File: config.mk
export PLATFORM = sky130hd
export DESIGN_NAME = isp_ctl_reg
export DESIGN_NICKNAME = d
export VERILOG_FILES = /design/src/rtl/isp_ctl_pkg.sv /design/src/rtl/isp_key_fsm.sv /design/src/rtl/isp_ctl_bits.sv /design/src/rtl/isp_wake_ctl.sv /design/src/rtl/isp_ctl_reg.sv
export SDC_FILE = /design/constraint.sdc
export NUM_CORES = 1
export LEC_CHECK = 0
export CORE_MARGIN = 1
export CORE_UTILIZATION = 32
export CTS_CLUSTER_SIZE = 40
export DETAILED_ROUTE_END_ITERATION = 7
export GPL_TIMING_DRIVEN = 0
export HOLD_SLACK_MARGIN = 0.06
export PLACE_DENSITY = 0.79
export SYNTH_ARGS = -nofsm -noshare
export SYNTH_HDL_FRONTEND = slang
export SYNTH_SLANG_ARGS = --single-unit
File: constraint.sdc
create_clock -name clk -period 1.6 [get_ports clk]
set_input_delay 0.24 -clock clk [delete_from_list [all_inputs] [get_ports clk]]
set_output_delay 0.24 -clock clk [all_outputs]
set_load 0.01 [all_outputs]
File: src/rtl/isp_ctl_pkg.sv
// Shared definitions for the protected programming control register.
// Assumes an 8-bit control byte; field positions are decoded by the core.
package isp_ctl_pkg;

    typedef enum logic [1:0] {
        KS_LOCKED = 2'd0,
        KS_HALF   = 2'd1,
        KS_OPEN   = 2'd2
    } key_state_e;

    localparam int unsigned FLD_PEN  = 0;
    localparam int unsigned FLD_SEL  = 1;
    localparam int unsigned FLD_AUX  = 4;
    localparam int unsigned FLD_BOOT = 7;

endpackage

File: src/rtl/isp_key_fsm.sv
// Key-sequence tracker: opens write access after KEY_A then KEY_B on the
// key register; any other key value closes it. Assumes one write per cycle.
module isp_key_fsm
    import isp_ctl_pkg::*;
#(
    parameter int unsigned DATA_W = 8,
    parameter logic [DATA_W-1:0] KEY_A = 8'h87,
    parameter logic [DATA_W-1:0] KEY_B = 8'h59
) (
    input  logic              clk,
    input  logic              rst_n,
    input  logic              clear_i,
    input  logic              key_wr_i,
    input  logic [DATA_W-1:0] key_data_i,
    output logic              open_o
);

    key_state_e state_q, state_d;

    // Next key state from the written byte.
    always_comb begin
        state_d = state_q;
        if (key_wr_i) begin
            if (key_data_i == KEY_A) begin
                state_d = KS_HALF;
            end else if (key_data_i == KEY_B) begin
                state_d = (state_q == KS_LOCKED) ? KS_LOCKED : KS_OPEN;
            end else begin
                state_d = KS_LOCKED;
            end
        end
    end

    // Key state register, cleared by reset or software reset.
    always_ff @(posedge clk) begin
        if (!rst_n || clear_i) begin
            state_q <= KS_LOCKED;
        end else begin
            state_q <= state_d;
        end
    end

    assign open_o = (state_q == KS_OPEN);

endmodule

File: src/rtl/isp_ctl_bits.sv
// Control field storage and software reset generation. Assumes wr_i is
// already qualified by the key state.
module isp_ctl_bits (
    input  logic clk,
    input  logic rst_n,
    input  logic wr_i,
    input  logic pen_d,
    input  logic sel_d,
    input  logic aux_d,
    input  logic top_d,
    output logic pen_o,
    output logic sel_o,
    output logic aux_o,
    output logic fire_o,
    output logic pulse_o
);

    assign fire_o = wr_i && pen_d && sel_d && top_d;

    // Store fields on an accepted write; a reset pattern clears them.
    always_ff @(posedge clk) begin
        if (!rst_n || fire_o) begin
            pen_o <= 1'b0;
            sel_o <= 1'b0;
            aux_o <= 1'b0;
        end else if (wr_i) begin
            pen_o <= pen_d;
            sel_o <= sel_d;
            aux_o <= aux_d;
        end
    end

    // One-cycle software reset pulse.
    always_ff @(posedge clk) begin
        if (!rst_n) begin
            pulse_o <= 1'b0;
        end else begin
            pulse_o <= fire_o;
        end
    end

endmodule

File: src/rtl/isp_wake_ctl.sv
// Programming-mode entry on wake from idle. Uses the enable value held
// before any same-cycle write; a software reset suppresses entry.
module isp_wake_ctl (
    input  logic clk,
    input  logic rst_n,
    input  logic clear_i,
    input  logic wake_i,
    input  logic pen_i,
    output logic entry_o,
    output logic active_o
);

    // Entry pulse and sticky programming-mode flag.
    always_ff @(posedge clk) begin
        if (!rst_n || clear_i) begin
            entry_o  <= 1'b0;
            active_o <= 1'b0;
        end else begin
            entry_o <= wake_i && pen_i;
            if (wake_i && pen_i) begin
                active_o <= 1'b1;
            end
        end
    end

endmodule

File: src/rtl/isp_ctl_reg.sv
// Protected in-system programming control register: key register plus
// control register on a byte-wide register bus, with combinational readback.
module isp_ctl_reg
    import isp_ctl_pkg::*;
#(
    parameter int unsigned ADDR_W = 8,
    parameter int unsigned DATA_W = 8,
    parameter logic [ADDR_W-1:0] KEY_ADDR = 8'hF6,
    parameter logic [ADDR_W-1:0] CTL_ADDR = 8'hBF,
    parameter logic [DATA_W-1:0] KEY_A = 8'h87,
    parameter logic [DATA_W-1:0] KEY_B = 8'h59
) (
    input  logic              clk,
    input  logic              rst_n,
    input  logic              bus_wr,
    input  logic [ADDR_W-1:0] bus_addr,
    input  logic [DATA_W-1:0] bus_wdata,
    output logic [DATA_W-1:0] bus_rdata,
    input  logic              idle_wake,
    output logic              prog_en,
    output logic              boot_sel,
    output logic              auxram_en,
    output logic              prog_entry,
    output logic              swrst_pulse
);

    logic key_wr, ctl_wr, ul_open, sw_fire, prog_active;
    logic [DATA_W-1:0] ctl_view;

    assign key_wr = bus_wr && (bus_addr == KEY_ADDR);
    assign ctl_wr = bus_wr && (bus_addr == CTL_ADDR) && ul_open;

    isp_key_fsm #(.DATA_W(DATA_W), .KEY_A(KEY_A), .KEY_B(KEY_B)) u_key (
        .clk        (clk),
        .rst_n      (rst_n),
        .clear_i    (sw_fire),
        .key_wr_i   (key_wr),
        .key_data_i (bus_wdata),
        .open_o     (ul_open)
    );

    isp_ctl_bits u_bits (
        .clk     (clk),
        .rst_n   (rst_n),
        .wr_i    (ctl_wr),
        .pen_d   (bus_wdata[FLD_PEN]),
        .sel_d   (bus_wdata[FLD_SEL]),
        .aux_d   (bus_wdata[FLD_AUX]),
        .top_d   (bus_wdata[FLD_BOOT]),
        .pen_o   (prog_en),
        .sel_o   (boot_sel),
        .aux_o   (auxram_en),
        .fire_o  (sw_fire),
        .pulse_o (swrst_pulse)
    );

    isp_wake_ctl u_wake (
        .clk      (clk),
        .rst_n    (rst_n),
        .clear_i  (sw_fire),
        .wake_i   (idle_wake),
        .pen_i    (prog_en),
        .entry_o  (prog_entry),
        .active_o (prog_active)
    );

    // Readback image of the control register.
    always_comb begin
        ctl_view           = '0;
        ctl_view[FLD_PEN]  = prog_en;
        ctl_view[FLD_SEL]  = boot_sel;
        ctl_view[FLD_AUX]  = auxram_en;
        ctl_view[FLD_BOOT] = prog_active && boot_sel;
    end

    // Address-selected read data.
    assign bus_rdata = (bus_addr == CTL_ADDR) ? ctl_view : '0;

endmodule

==> run summary <==
Dividing the synthesized area by the synthesized cell count gives 8.18 µm². The run gives 396 as the via count of the first global-routing pass. STA classifies the critical path endpoint as a flop. The total chip power is 437 µW, and the pre-CTS setup slack is -647 ps. The pre-antenna-repair detailed-routing pass consisted of 4 iterations.

The area growth from synthesis to layout is 82.2%. The die covers 0.00159 mm². The number of instances in the synthesized netlist is 56, and the latest clock arrival within the worst-skew pair is 250 ps. 0 antenna diodes ended up in the layout. The tool flagged a number of max-cap violations equal to 0.

Yosys mapped the design onto 24 distinct sky130hd cell types. Cells with a size suffix above 1 make up 22.6% of the layout. The worst hold path class is primary input to flop. The tools report the flip-flop and latch area as 160 µm². The startpoint of the most critical hold path was bus_addr[2]. By startpoint and endpoint, the worst setup path is classified as primary input to flop.

The logs give 0.000266 V for the peak ir drop on the vdd network and 0 for the count of nets left with antenna violations after detail routing. The number of violations reported at the end of detailed-routing iteration 0 is 4. Setup repair after global routing left no endpoint under its margin. The run gives 0 as the total congestion overflow after global routing. Power spread over the standard cell area amounts to 523 mW/mm². Detailed placement finished with a half-perimeter wire length of 911 µm.

The tools report the initial core utilization as 34.8%. The count of final hold-check violations is 0, and the count of input and output buffers is 28. The worst register-to-register path begins at u_key.state_q[1]. At the worst endpoint, the required time is 1720 ps. The cell area that synthesis handed to floorplanning was 458 µm².

For the count of pins over their slew limit, the log shows 0. In this run the static leakage power is 0.000359 µW. The sequential fraction of the synthesis area is 35.0%, and the period utilization is 94.5%. TritonCTS built the clock tree.

For the total number of nets in the final design, the log shows 115. The CTS root buffer was sky130_fd_sc_hd__clkbuf_4. Dividing the detail-routed wire length by the instance count gives 10.8 µm. For the total negative setup slack, the log shows 0 ps. Of the post-synthesis cell area, the dominant cell type holds 35.0%. The first global-routing pass estimated 1500 µm of wire. In the final layout, the multi-input gates occupy 303 µm². The number of antenna violations at the first check in global routing is 0. The most common cell after layout, fill and taps aside was sky130_fd_sc_hd__clkdlybuf4s50_1. The tools report the maximum buffer depth of the clock tree as 2. The global placer's final weighted congestion is 0.691. The worst setup path is launched from a primary input.

Along the worst path, the maximum fanout reaches 5. The tools report the total number of yosys warnings as 0. The clock skew was 4.76 ps. The residual DRC count was 0; the total routed wirelength was 1170 µm.

After clock tree synthesis, the clock-pin slew on the worst setup and hold paths is 50 ps. After synthesis the netlist holds a flip-flop and latch count of 8. The tools report the global-route total usage across every layer as 14.2%.

Sorting the synthesized cells by area gives the leading types as sky130_fd_sc_hd__dfxtp_1 35%, sky130_fd_sc_hd__buf_4 6.6%, sky130_fd_sc_hd__a21oi_1 5.5%. Data arrives at the worst endpoint at 1630 ps. For the area of the core, the log shows 0.00132 mm².

The flow ran to the end, and the final reports show no timing, DRC or antenna violations. Timing would allow up to 0.662 GHz. The logs give 1 for the deepest level of the CTS H-tree and 13 for the number of placement rows. The biggest area contributor in the post-synthesis netlist is sky130_fd_sc_hd__dfxtp_1. The clock net in this run drives a total of 8 sinks. The top cell types in the final layout, fill and taps aside, are 17 x sky130_fd_sc_hd__clkdlybuf4s50_1, 8 x sky130_fd_sc_hd__dfxtp_1, 7 x sky130_fd_sc_hd__buf_4, 5 x sky130_fd_sc_hd__a21oi_1. Cells fill 63.3% of the core in the end. Using the TritonRoute via totals, the vias-per-cell ratio works out to 4.77. The final-report setup violation count was 0; the post-route minimum period was 1510 ps. The layout has 130 filler cells. The tools report the number of buffers created by CTS as 3. Entering global routing, the biggest net connects 6 pins. Tracing the worst setup path back leads to its startpoint at bus_addr[1]. The run gives 33 as the I/O pin total.

The overall die height works out to 39.8 µm. In the post-route analysis, the smallest setup slack over all paths is 88.4 ps. The vias after detailed routing is 515, and the die width is 39.8 µm. Hold timing on the final database bottoms out at a slack of 461 ps.
where the power goes:
group / total (µW) / leakage (µW) / switching [µW] / internal [µW]
registers: 199 / 0.0000644 / 0.000331 / 199
logic: 87.0 / 0.000281 / 33.2 / 53.7
clock network: 150 / 0.0000138 / 64.9 / 85.6
area by class of cell:
| type | count | area share (%) |
|---|---|---|
| Buffer | 4 | 3.60 |
| Sequential cell | 8 | 19.2 |
| Tap cell | 15 | 2.25 |
| Inverter | 3 | 1.35 |
| Timing Repair Buffer | 31 | 34.6 |
| Multi-Input combinational cell | 44 | 36.3 |
| Clock buffer | 3 | 2.70 |
routing by layer:
layer,share of wire (%),GRT usage (%)
met5,0,0
met3,8.0,1.70
met2,48,23.8
met1,43,17.2
met4,1.3,7.76
path summary, 6_finish.rpt:
path | end | slack, ps | cells past startpoint
max | u_key.state_q[1] | 90 | 5
min | u_bits.pulse_o | 460 | 4
max reg2reg | u_key.state_q[1] | 200 | 4
min reg2reg | u_bits.aux_o | 470 | 2
state kept, by name (all words and copies together) (netlist names):
| signal | cells |
|---|---|
| u_bits.sel_o | 1 |
| u_bits.pulse_o | 1 |
| u_wake.active_o | 1 |
| u_key.state_q | 2 |
| u_bits.aux_o | 1 |
| u_bits.pen_o | 1 |
| u_wake.entry_o | 1 |
metrics by stage:
step           std cells  instance area (µm²)
6_report             108                  835
2_1_floorplan         59                  469
3_5_place_dp         102                  768
3_3_place_gp         102                  768
4_1_cts              106                  792
5_1_grt              108                  835
logic make-up after synthesis:
group	after synthesis	synth area share, %
flip-flops	8	35.0
other	1	0.819
AO/OA/AOI/OAI	8	11.2
AND/OR/NAND/NOR	31	41.8
multiplexers	1	2.19
buffers and inverters	7	9.02
worst max-delay path, cell delays in order:
cell	delay, ps
sky130_fd_sc_hd__clkdlybuf4s50_1	490
sky130_fd_sc_hd__nand2_2	70
sky130_fd_sc_hd__or4b_4	580
sky130_fd_sc_hd__o21ai_4	200
sky130_fd_sc_hd__a211oi_2	50
what timing repair did:
action                     in CTS  in global routing
cloned                          0                  0
resized for setup              22                  7
setup buffers                   1                  2
setup endpoints to repair       8                 10
pin swaps                       8                  7
hold buffers                    0                  0
cells in the mapped netlist:
master	count
sky130_fd_sc_hd__a211oi_1	1
sky130_fd_sc_hd__a21oi_1	5
sky130_fd_sc_hd__and2_1	3
sky130_fd_sc_hd__and3_1	1
sky130_fd_sc_hd__and4b_1	1
sky130_fd_sc_hd__buf_4	4
sky130_fd_sc_hd__conb_1	1
sky130_fd_sc_hd__dfxtp_1	8
sky130_fd_sc_hd__inv_1	3
sky130_fd_sc_hd__mux2i_1	1
sky130_fd_sc_hd__nand2_1	5
sky130_fd_sc_hd__nand2b_1	1
sky130_fd_sc_hd__nand3_1	4
sky130_fd_sc_hd__nand3b_1	1
sky130_fd_sc_hd__nand4_1	3
sky130_fd_sc_hd__nor2_1	4
sky130_fd_sc_hd__nor2b_1	1
sky130_fd_sc_hd__nor3_1	2
sky130_fd_sc_hd__nor4_2	1
sky130_fd_sc_hd__nor4b_1	2
sky130_fd_sc_hd__nor4bb_1	1
sky130_fd_sc_hd__o21ai_2	1
sky130_fd_sc_hd__o311a_1	1
sky130_fd_sc_hd__or4b_4	1
(Power assumes the default switching activity.)
